<file path="src/rtl/pkt_cls_pkg.sv">
package pkt_cls_pkg;
  localparam int DEF_ADDR_W  = 32;
  localparam int DEF_PORT_W  = 16;
  localparam int DEF_PROTO_W = 8;
  localparam int DEF_RULES   = 16;

  // Order of the per-field match vectors inside the pipeline.
  typedef enum int {
    FLD_SIP   = 0,
    FLD_DIP   = 1,
    FLD_PROTO = 2,
    FLD_SPORT = 3,
    FLD_DPORT = 4
  } fld_e;

  localparam int NUM_FLD = 5;
endpackage

</file>
<file path="src/rtl/tern_match.sv">
// Per-rule masked equality: cared bits must agree, uncared bits always pass.
module tern_match #(
  parameter int W  = 32,
  parameter int NR = 16
) (
  input  logic [W-1:0]         key,
  input  logic [NR-1:0][W-1:0] pat,
  input  logic [NR-1:0][W-1:0] care,
  output logic [NR-1:0]        hit
);
  for (genvar r = 0; r < NR; r++) begin : g_rule
    logic [W-1:0] bit_ok;
    assign bit_ok = ~(key ^ pat[r]) | ~care[r];
    assign hit[r] = &bit_ok;
  end
endmodule

</file>
<file path="src/rtl/range_match.sv">
// Per-rule inclusive bound comparison on a port field.
module range_match #(
  parameter int W  = 16,
  parameter int NR = 16
) (
  input  logic [W-1:0]         key,
  input  logic [NR-1:0][W-1:0] lo,
  input  logic [NR-1:0][W-1:0] hi,
  output logic [NR-1:0]        hit
);
  for (genvar r = 0; r < NR; r++) begin : g_rule
    logic ge_lo;
    logic le_hi;
    assign ge_lo  = (key >= lo[r]);
    assign le_hi  = (key <= hi[r]);
    assign hit[r] = ge_lo & le_hi;
  end
endmodule

</file>
<file path="src/rtl/prio_pick.sv">
// Lowest set bit wins; index reads zero when nothing is requested.
module prio_pick #(
  parameter int NR = 16,
  parameter int IW = 4
) (
  input  logic [NR-1:0] req,
  output logic          any,
  output logic [IW-1:0] idx
);
  always_comb begin
    any = |req;
    idx = '0;
    for (int i = NR - 1; i >= 0; i--) begin
      if (req[i]) idx = IW'(i);
    end
  end
endmodule

</file>
<file path="src/rtl/rule_store.sv">
// Rule table held in flops so every entry is readable in parallel.
module rule_store #(
  parameter int NR      = 16,
  parameter int IW      = 4,
  parameter int ADDR_W  = 32,
  parameter int PORT_W  = 16,
  parameter int PROTO_W = 8
) (
  input  logic                      clk,
  input  logic                      rst,
  input  logic                      wr_en,
  input  logic [IW-1:0]             wr_idx,
  input  logic [ADDR_W-1:0]         wr_sip_val,
  input  logic [ADDR_W-1:0]         wr_sip_care,
  input  logic [ADDR_W-1:0]         wr_dip_val,
  input  logic [ADDR_W-1:0]         wr_dip_care,
  input  logic [PROTO_W-1:0]        wr_proto_val,
  input  logic [PROTO_W-1:0]        wr_proto_care,
  input  logic [PORT_W-1:0]         wr_sport_lo,
  input  logic [PORT_W-1:0]         wr_sport_hi,
  input  logic [PORT_W-1:0]         wr_dport_lo,
  input  logic [PORT_W-1:0]         wr_dport_hi,
  output logic [NR-1:0]             on,
  output logic [NR-1:0][ADDR_W-1:0] sip_val,
  output logic [NR-1:0][ADDR_W-1:0] sip_care,
  output logic [NR-1:0][ADDR_W-1:0] dip_val,
  output logic [NR-1:0][ADDR_W-1:0] dip_care,
  output logic [NR-1:0][PROTO_W-1:0] proto_val,
  output logic [NR-1:0][PROTO_W-1:0] proto_care,
  output logic [NR-1:0][PORT_W-1:0] sport_lo,
  output logic [NR-1:0][PORT_W-1:0] sport_hi,
  output logic [NR-1:0][PORT_W-1:0] dport_lo,
  output logic [NR-1:0][PORT_W-1:0] dport_hi
);
  // Only the loaded flags are reset; contents are don't-care until loaded.
  always_ff @(posedge clk) begin
    if (rst) begin
      on <= '0;
    end else if (wr_en) begin
      on[wr_idx] <= 1'b1;
    end
  end

  always_ff @(posedge clk) begin
    if (wr_en) begin
      sip_val[wr_idx]    <= wr_sip_val;
      sip_care[wr_idx]   <= wr_sip_care;
      dip_val[wr_idx]    <= wr_dip_val;
      dip_care[wr_idx]   <= wr_dip_care;
      proto_val[wr_idx]  <= wr_proto_val;
      proto_care[wr_idx] <= wr_proto_care;
      sport_lo[wr_idx]   <= wr_sport_lo;
      sport_hi[wr_idx]   <= wr_sport_hi;
      dport_lo[wr_idx]   <= wr_dport_lo;
      dport_hi[wr_idx]   <= wr_dport_hi;
    end
  end
endmodule

</file>
<file path="src/rtl/pkt_classifier.sv">
module pkt_classifier
  import pkt_cls_pkg::*;
#(
  parameter int N_RULES = DEF_RULES,
  parameter int ADDR_W  = DEF_ADDR_W,
  parameter int PORT_W  = DEF_PORT_W,
  parameter int PROTO_W = DEF_PROTO_W,
  localparam int IDX_W  = (N_RULES > 1) ? $clog2(N_RULES) : 1
) (
  input  logic               clk,
  input  logic               rst,
  input  logic               rule_wr_en,
  input  logic [IDX_W-1:0]   rule_wr_idx,
  input  logic [ADDR_W-1:0]  rule_sip_val,
  input  logic [ADDR_W-1:0]  rule_sip_care,
  input  logic [ADDR_W-1:0]  rule_dip_val,
  input  logic [ADDR_W-1:0]  rule_dip_care,
  input  logic [PROTO_W-1:0] rule_proto_val,
  input  logic [PROTO_W-1:0] rule_proto_care,
  input  logic [PORT_W-1:0]  rule_sport_lo,
  input  logic [PORT_W-1:0]  rule_sport_hi,
  input  logic [PORT_W-1:0]  rule_dport_lo,
  input  logic [PORT_W-1:0]  rule_dport_hi,
  input  logic               hdr_valid,
  input  logic [ADDR_W-1:0]  hdr_sip,
  input  logic [ADDR_W-1:0]  hdr_dip,
  input  logic [PORT_W-1:0]  hdr_sport,
  input  logic [PORT_W-1:0]  hdr_dport,
  input  logic [PROTO_W-1:0] hdr_proto,
  output logic               res_valid,
  output logic               res_hit,
  output logic [IDX_W-1:0]   res_idx
);
  logic [N_RULES-1:0]              t_on;
  logic [N_RULES-1:0][ADDR_W-1:0]  t_sip_val, t_sip_care, t_dip_val, t_dip_care;
  logic [N_RULES-1:0][PROTO_W-1:0] t_proto_val, t_proto_care;
  logic [N_RULES-1:0][PORT_W-1:0]  t_sport_lo, t_sport_hi, t_dport_lo, t_dport_hi;

  rule_store #(
    .NR(N_RULES), .IW(IDX_W), .ADDR_W(ADDR_W), .PORT_W(PORT_W), .PROTO_W(PROTO_W)
  ) u_store (
    .clk(clk), .rst(rst),
    .wr_en(rule_wr_en), .wr_idx(rule_wr_idx),
    .wr_sip_val(rule_sip_val), .wr_sip_care(rule_sip_care),
    .wr_dip_val(rule_dip_val), .wr_dip_care(rule_dip_care),
    .wr_proto_val(rule_proto_val), .wr_proto_care(rule_proto_care),
    .wr_sport_lo(rule_sport_lo), .wr_sport_hi(rule_sport_hi),
    .wr_dport_lo(rule_dport_lo), .wr_dport_hi(rule_dport_hi),
    .on(t_on),
    .sip_val(t_sip_val), .sip_care(t_sip_care),
    .dip_val(t_dip_val), .dip_care(t_dip_care),
    .proto_val(t_proto_val), .proto_care(t_proto_care),
    .sport_lo(t_sport_lo), .sport_hi(t_sport_hi),
    .dport_lo(t_dport_lo), .dport_hi(t_dport_hi)
  );

  // Stage 1: field comparisons against the table as it stands when the
  // header is sampled, so a same-cycle write cannot reach this header.
  logic [NUM_FLD-1:0][N_RULES-1:0] fld_hit;

  tern_match #(.W(ADDR_W), .NR(N_RULES)) u_m_sip (
    .key(hdr_sip), .pat(t_sip_val), .care(t_sip_care), .hit(fld_hit[FLD_SIP])
  );
  tern_match #(.W(ADDR_W), .NR(N_RULES)) u_m_dip (
    .key(hdr_dip), .pat(t_dip_val), .care(t_dip_care), .hit(fld_hit[FLD_DIP])
  );
  tern_match #(.W(PROTO_W), .NR(N_RULES)) u_m_proto (
    .key(hdr_proto), .pat(t_proto_val), .care(t_proto_care), .hit(fld_hit[FLD_PROTO])
  );
  range_match #(.W(PORT_W), .NR(N_RULES)) u_m_sport (
    .key(hdr_sport), .lo(t_sport_lo), .hi(t_sport_hi), .hit(fld_hit[FLD_SPORT])
  );
  range_match #(.W(PORT_W), .NR(N_RULES)) u_m_dport (
    .key(hdr_dport), .lo(t_dport_lo), .hi(t_dport_hi), .hit(fld_hit[FLD_DPORT])
  );

  logic                            s1_vld;
  logic [NUM_FLD-1:0][N_RULES-1:0] s1_fld;
  logic [N_RULES-1:0]              s1_on;

  always_ff @(posedge clk) begin
    if (rst) s1_vld <= 1'b0;
    else     s1_vld <= hdr_valid;
    s1_fld <= fld_hit;
    s1_on  <= t_on;
  end

  // Stage 2: combine field vectors with the loaded flags.
  logic [N_RULES-1:0] all_hit;
  always_comb begin
    all_hit = s1_on;
    for (int f = 0; f < NUM_FLD; f++) all_hit &= s1_fld[f];
  end

  logic               s2_vld;
  logic [N_RULES-1:0] s2_hit;

  always_ff @(posedge clk) begin
    if (rst) s2_vld <= 1'b0;
    else     s2_vld <= s1_vld;
    s2_hit <= all_hit;
  end

  // Stage 3: priority pick and registered result.
  logic             pick_any;
  logic [IDX_W-1:0] pick_idx;

  prio_pick #(.NR(N_RULES), .IW(IDX_W)) u_pick (
    .req(s2_hit), .any(pick_any), .idx(pick_idx)
  );

  always_ff @(posedge clk) begin
    if (rst) begin
      res_valid <= 1'b0;
      res_hit   <= 1'b0;
      res_idx   <= '0;
    end else begin
      res_valid <= s2_vld;
      res_hit   <= s2_vld & pick_any;
      res_idx   <= (s2_vld & pick_any) ? pick_idx : '0;
    end
  end
endmodule

</file>
<file path="config.mk">
export PLATFORM = sky130hd
export DESIGN_NAME = pkt_classifier
export DESIGN_NICKNAME = d
export VERILOG_FILES = /design/src/rtl/pkt_cls_pkg.sv /design/src/rtl/tern_match.sv /design/src/rtl/range_match.sv /design/src/rtl/prio_pick.sv /design/src/rtl/rule_store.sv /design/src/rtl/pkt_classifier.sv
export SDC_FILE = /design/constraint.sdc
export NUM_CORES = 2
export LEC_CHECK = 0
export BUFFER_PORTS_ARGS = -buffer_cell sky130_fd_sc_hd__buf_2
export CAP_MARGIN = 20
export CORE_ASPECT_RATIO = 0.6
export CORE_UTILIZATION = 26
export DETAILED_ROUTE_END_ITERATION = 7
export GPL_ROUTABILITY_DRIVEN = 0
export GPL_TIMING_DRIVEN = 0
export PLACE_DENSITY = 0.36
export SLEW_MARGIN = 20
export SYNTH_ARGS = -nofsm -noshare
export SYNTH_HDL_FRONTEND = slang
export SYNTH_HIERARCHICAL = 1
export SYNTH_SLANG_ARGS = --single-unit
</file>
<file path="constraint.sdc">
create_clock -name clk -period 22.1 [get_ports clk]
set_input_delay 4.42 -clock clk [delete_from_list [all_inputs] [get_ports clk]]
set_output_delay 4.42 -clock clk [all_outputs]
set_load 0.05 [all_outputs]
</file>
* Word level (Yosys, flattened, before mapping)
Index checks and enable logic that the tools add are counted.
Word-level totals: register bits 3464, input port bits 320, output and inout port bits 6
Cells by class: magnitude comparators 66, multiplexer cells 33, bitwise operators 232, reduce and logical (&&, ||, !) cells 54
Operators with widths (number):
- bitwise mux 512 bit | 4
- NOT 32 bit | 64
- bitwise mux 256 bit | 4
- OR 32 bit | 32
- AND reduction 32 bit | 32
- bitwise XOR 32 bit | 32
- greater-or-equal comparator 16 bit | 32
- less-or-equal comparator 16 bit | 32
- bitwise mux 128 bit | 2
- NOT 8 bit | 32
- demux 32 bit (select 4 bit) | 1
- OR 8 bit | 16
- AND reduction 8 bit | 16
- bitwise XOR 8 bit | 16
- AND 16 bit | 5
- demux 16 bit (select 4 bit) | 1
- AND 1 bit | 33
- demux 8 bit (select 4 bit) | 1
- 2-to-1 mux 32 bit | 1
- 2-to-1 mux 4 bit | 8
- 2-to-1 mux 16 bit | 1
- OR 16 bit | 1
- OR reduction 16 bit | 1
- 2-to-1 mux 3 bit | 4
- 12 further kinds | 14

* Logic depth before layout (Yosys ltp)
depth in word-level cells 15, mapped depth 7

* Modules after synthesis
The synthesis kept the hierarchy.
By module, submodules not included:
- rule_store | times used 1, cells each 3408, area an instance 100622.8 µm²
- tern_match (u_m_dip ...) | times used 2, cells each 912, area an instance 7662.3 µm²
- range_match (u_m_dport) | times used 1, cells each 1731, area an instance 12778.5 µm²
- range_match (u_m_sport) | times used 1, cells each 1733, area an instance 12710.9 µm²
- pkt_classifier | times used 1, cells each 176, area an instance 2686.3 µm²
- tern_match (u_m_proto) | times used 1, cells each 224, area an instance 1926.8 µm²
- prio_pick | times used 1, cells each 34, area an instance 176.4 µm²

* Least setup slack after synthesis
No wires, ideal clock.
kind input-to-reg, from in rule_wr_idx[1], to reg u_store/dip_care[128] (netlist name) (enable), library setup time 1.032 ns, data arrival time 18.751 ns, data required time 21.068 ns, slack 2.317 ns, cell stages on the path 2, path buffers 0, cell sequence nand3b_1 nor3_1
RTL lines:
- start: declaration | line pkt_classifier.sv:13 | input logic [IDX_W-1:0] rule_wr_idx,
- end signal: indexed assignment | line rule_store.sv:49 | dip_care[wr_idx] <= wr_dip_care;
- end: declaration | line rule_store.sv:27 | output logic [NR-1:0][ADDR_W-1:0] dip_care,

==> reports/metrics.cfg <==
[global_routing]
overflow = 0
grt_pass1_wl_um = 605500
antenna_found_initial = 114
grt_max_degree = 33
track_usage_pct = 15.10
grt_pass1_vias = 77550

[run_status]
outcome = finished clean

[sta]
clock_skew_ps = 63.95
timing.final.ws_setup_ps = 15300
hold_viol = 0
grt_setup_unrepaired = no
fin_crit_ps = 6805
drv_slew = 0
worst-slew-pin-transition_ps = 981.2
max_freq_mhz = 147.0
max-slew-margin-rel_pct = 33.98
setup_viol = 0
tns_ps = 0
post-route-period-util_pct = 30.79

[place]
portBuffers = 253
dp_hpwl_um = 308600
post-place-ws_ps = 14360
dpl.cell_count = 17140

[pwr]
p_seq_share_pct = 51.3
p_clk_share_pct = 42.3
power.total_mw = 14.36
p_leak_nw = 63.47
p_switching_mw = 3.343
combPwrFrac_pct = 6.4
power.ir.vdd_worst_v = 0.00005559
powerDensity_nw_per_um2 = 82.84
p_sw_share_pct = 23.28
internal_power_mw = 11.02

[detailed_routing]
firstDrtPassIters = 7
drc = 0
routed_wl_um = 437500
drt_iter0_markers = 5139
drtAntennaViolNets = 0
drt-vias-per-instance = 4.378
post_drt_wl_per_cell_um = 24.53
via_count = 78090

[clock_network]
clockRootBuffer = clkbuf_16
cts_tree = yes
cts.clk_slew.worst_paths_ps = 60
postCtsSetupRepairBufs = 0
worstSkewPairLatency_ps = 940
clock_sinks = 3464
cts.path.max_buffers = 4
postCtsResizedCells = 0
hold_buffers = 0
cts_buffers = 368
h-tree-depth = 5

[synthesis]
ys_seq_area_share_pct = 70.21
ys_types = 55
synthSimpleGateAreaFrac_pct = 4.084
synth_compound_gate_area_share_pct = 6.542
synth_fa_ha_area_share_pct = 8.762
synthXorXnorAreaFrac_pct = 6.900
async_reset_ff_share_pct = 0
synth.area.mux_share_pct = 0
synth_top_family_by_area = adder cells
synthTopCellsByArea = edfxtp_1, ha_1, xor2_1
synth_edf_count = 3328
ys.flop_type = edfxtp_1
yosysWarningCount = 6
synth_area_um2 = 146200
synth_nets = 10470
synth.top_cell.area_share_pct = 68.34
syn_inst = 9130
synth_seq_cells = 3464
syn_avg_cell_area_um2 = 16.02
synth_area_leader_cell = edfxtp_1

[critical_path]
cp.required_ps = 22700
slowest_delay_ps = 680
cp.arrival_ps = 7400
end_kind = register
critPathSlowestCell = nor3_2
rr_worst_depth = 4
reg2reg_from = u_store/dip_val[401]
crit_type = in -> reg
crit_path_frequent_cell = buf_4
cp_top_family = buffers and inverters
cp-start-kind = input port
rrSetupSlack_ps = 19360
cp_cell_sequence = buf_2, nand3_1, nor3_2, buf_4, buf_4, buf_4, buf_6, buf_6, buf_4, buf_4, buf_4
cp_max_fo = 10
r2r-end = s1_fld[28]
crit_buf_inv = 9

[hold_path]
hold_end = s1_on[7]
holdPathStages = 0
worstHoldStart = u_store/on[7]
hold_class = reg -> reg

[cells_and_area]
stdcell_count = 17830
area_delta_synth_final_pct = 18.57
layout_common_cells = edfxtp_1, xor2_1, ha_1
drive_above_1_share_pct = 13.18
final_common_cell = edfxtp_1
final_nets = 11360

[floorplanning]
initial_core_util_pct = 26.21
die_x_um = 970.2
die_h_um = 582.9
rows = 212
dieArea_um2 = 565500
core-area_um2 = 557800
io_pins = 326

[job]
cap_violations = 0

## through the flow
stage | util (%) | instance area, um^2 | hold WS (ps)
final | 31.08 | 173400 | 347.9
after floorplan | - | 146200 | 330.8
after CTS | 31.07 | 173300 | 349.7
after global placement | 28.12 | 156900 | 334.1
after global routing | 31.07 | 173300 | 359.1
after detailed placement | 28.99 | 161700 | 339.1
## registers in the layout (all words and copies together) (netlist names), 80 cells and up
name                flops
u_store/dip_care      512
u_store/dip_val       512
u_store/sip_care      512
u_store/sip_val       512
u_store/dport_hi      256
u_store/dport_lo      256
u_store/sport_hi      256
u_store/sport_lo      256
u_store/proto_care    128
u_store/proto_val     128
s1_fld                 80
## how the worst max path moves through the flow
| stage | from | endpoint | slack [ps] | cells after the start |
|---|---|---|---|---|
| final | rule_wr_idx[2] | u_store/dport_hi[106] | 15300 | 11 |
| after global routing | rule_wr_idx[2] | u_store/dport_hi[106] | 15230 | 11 |
| after CTS | rule_wr_idx[2] | u_store/dport_hi[106] | 15350 | 11 |
| after detailed placement | rule_wr_idx[2] | u_store/dport_hi[102] | 14360 | 11 |
| after global placement | rule_wr_idx[2] | u_store/sport_hi[38] | -12840 | 3 |
| after floorplan | rule_wr_idx[1] | u_store/dip_care[128] | 2320 | 2 |
## cell families after synthesis
logic type	count (synthesis)
xor+xnor	1152
simple gates	982
flops	3464
buf+inv	1162
compound gates	1346
fa+ha+maj	1024
## cell usage after synthesis (all sizes together) (16+ instances only)
master   count
nor2b       64
nor2       150
a221oi      32
o31ai       27
nor3        43
dfxtp      136
o211a       28
and4        16
buf        149
xor2      1152
a2111oi     22
edfxtp    3328
a22oi      576
o21ai      138
o211ai      36
o32a        28
a2111o      32
ha        1024
o22ai       17
inv       1013
nand3       67
a211oi      54
nand2      236
nor4        62
a21o        16
a21oi      333
nand4      314
## routing by layer
layer	vias to the layer above	GRT usage (%)	share of wire (%)
li1	36230	-	-
met1	39760	23.67	52
met2	1479	22.53	42
met3	609	1.723	3.6
met4	6	2.517	1.8
met5	-	0	0.0087
## power groups by stage
stage / logic [mW] / clock network, mW / registers [mW]
finish: 0.921 / 6.07 / 7.37
global route: 1.02 / 6.54 / 7.38
CTS: 0.947 / 6.29 / 7.37
detailed placement: 0.944 / 0 / 7.51
global placement: 0.891 / 0 / 7.57
floorplan: 0.450 / 0 / 7.53
## final cells by class
class,count,area [um^2]
well taps,7490,9371
diodes,20,50.05
clock buffers,488,9894
multi-input cells,4504,38670
fillers,54160,384500
inverters,1013,3807
clock inverters,187,1694
flip-flops and latches,3464,102700
plain buffers,149,1326
repair buffers,519,5907
Power figures use the tool's default switching activity.
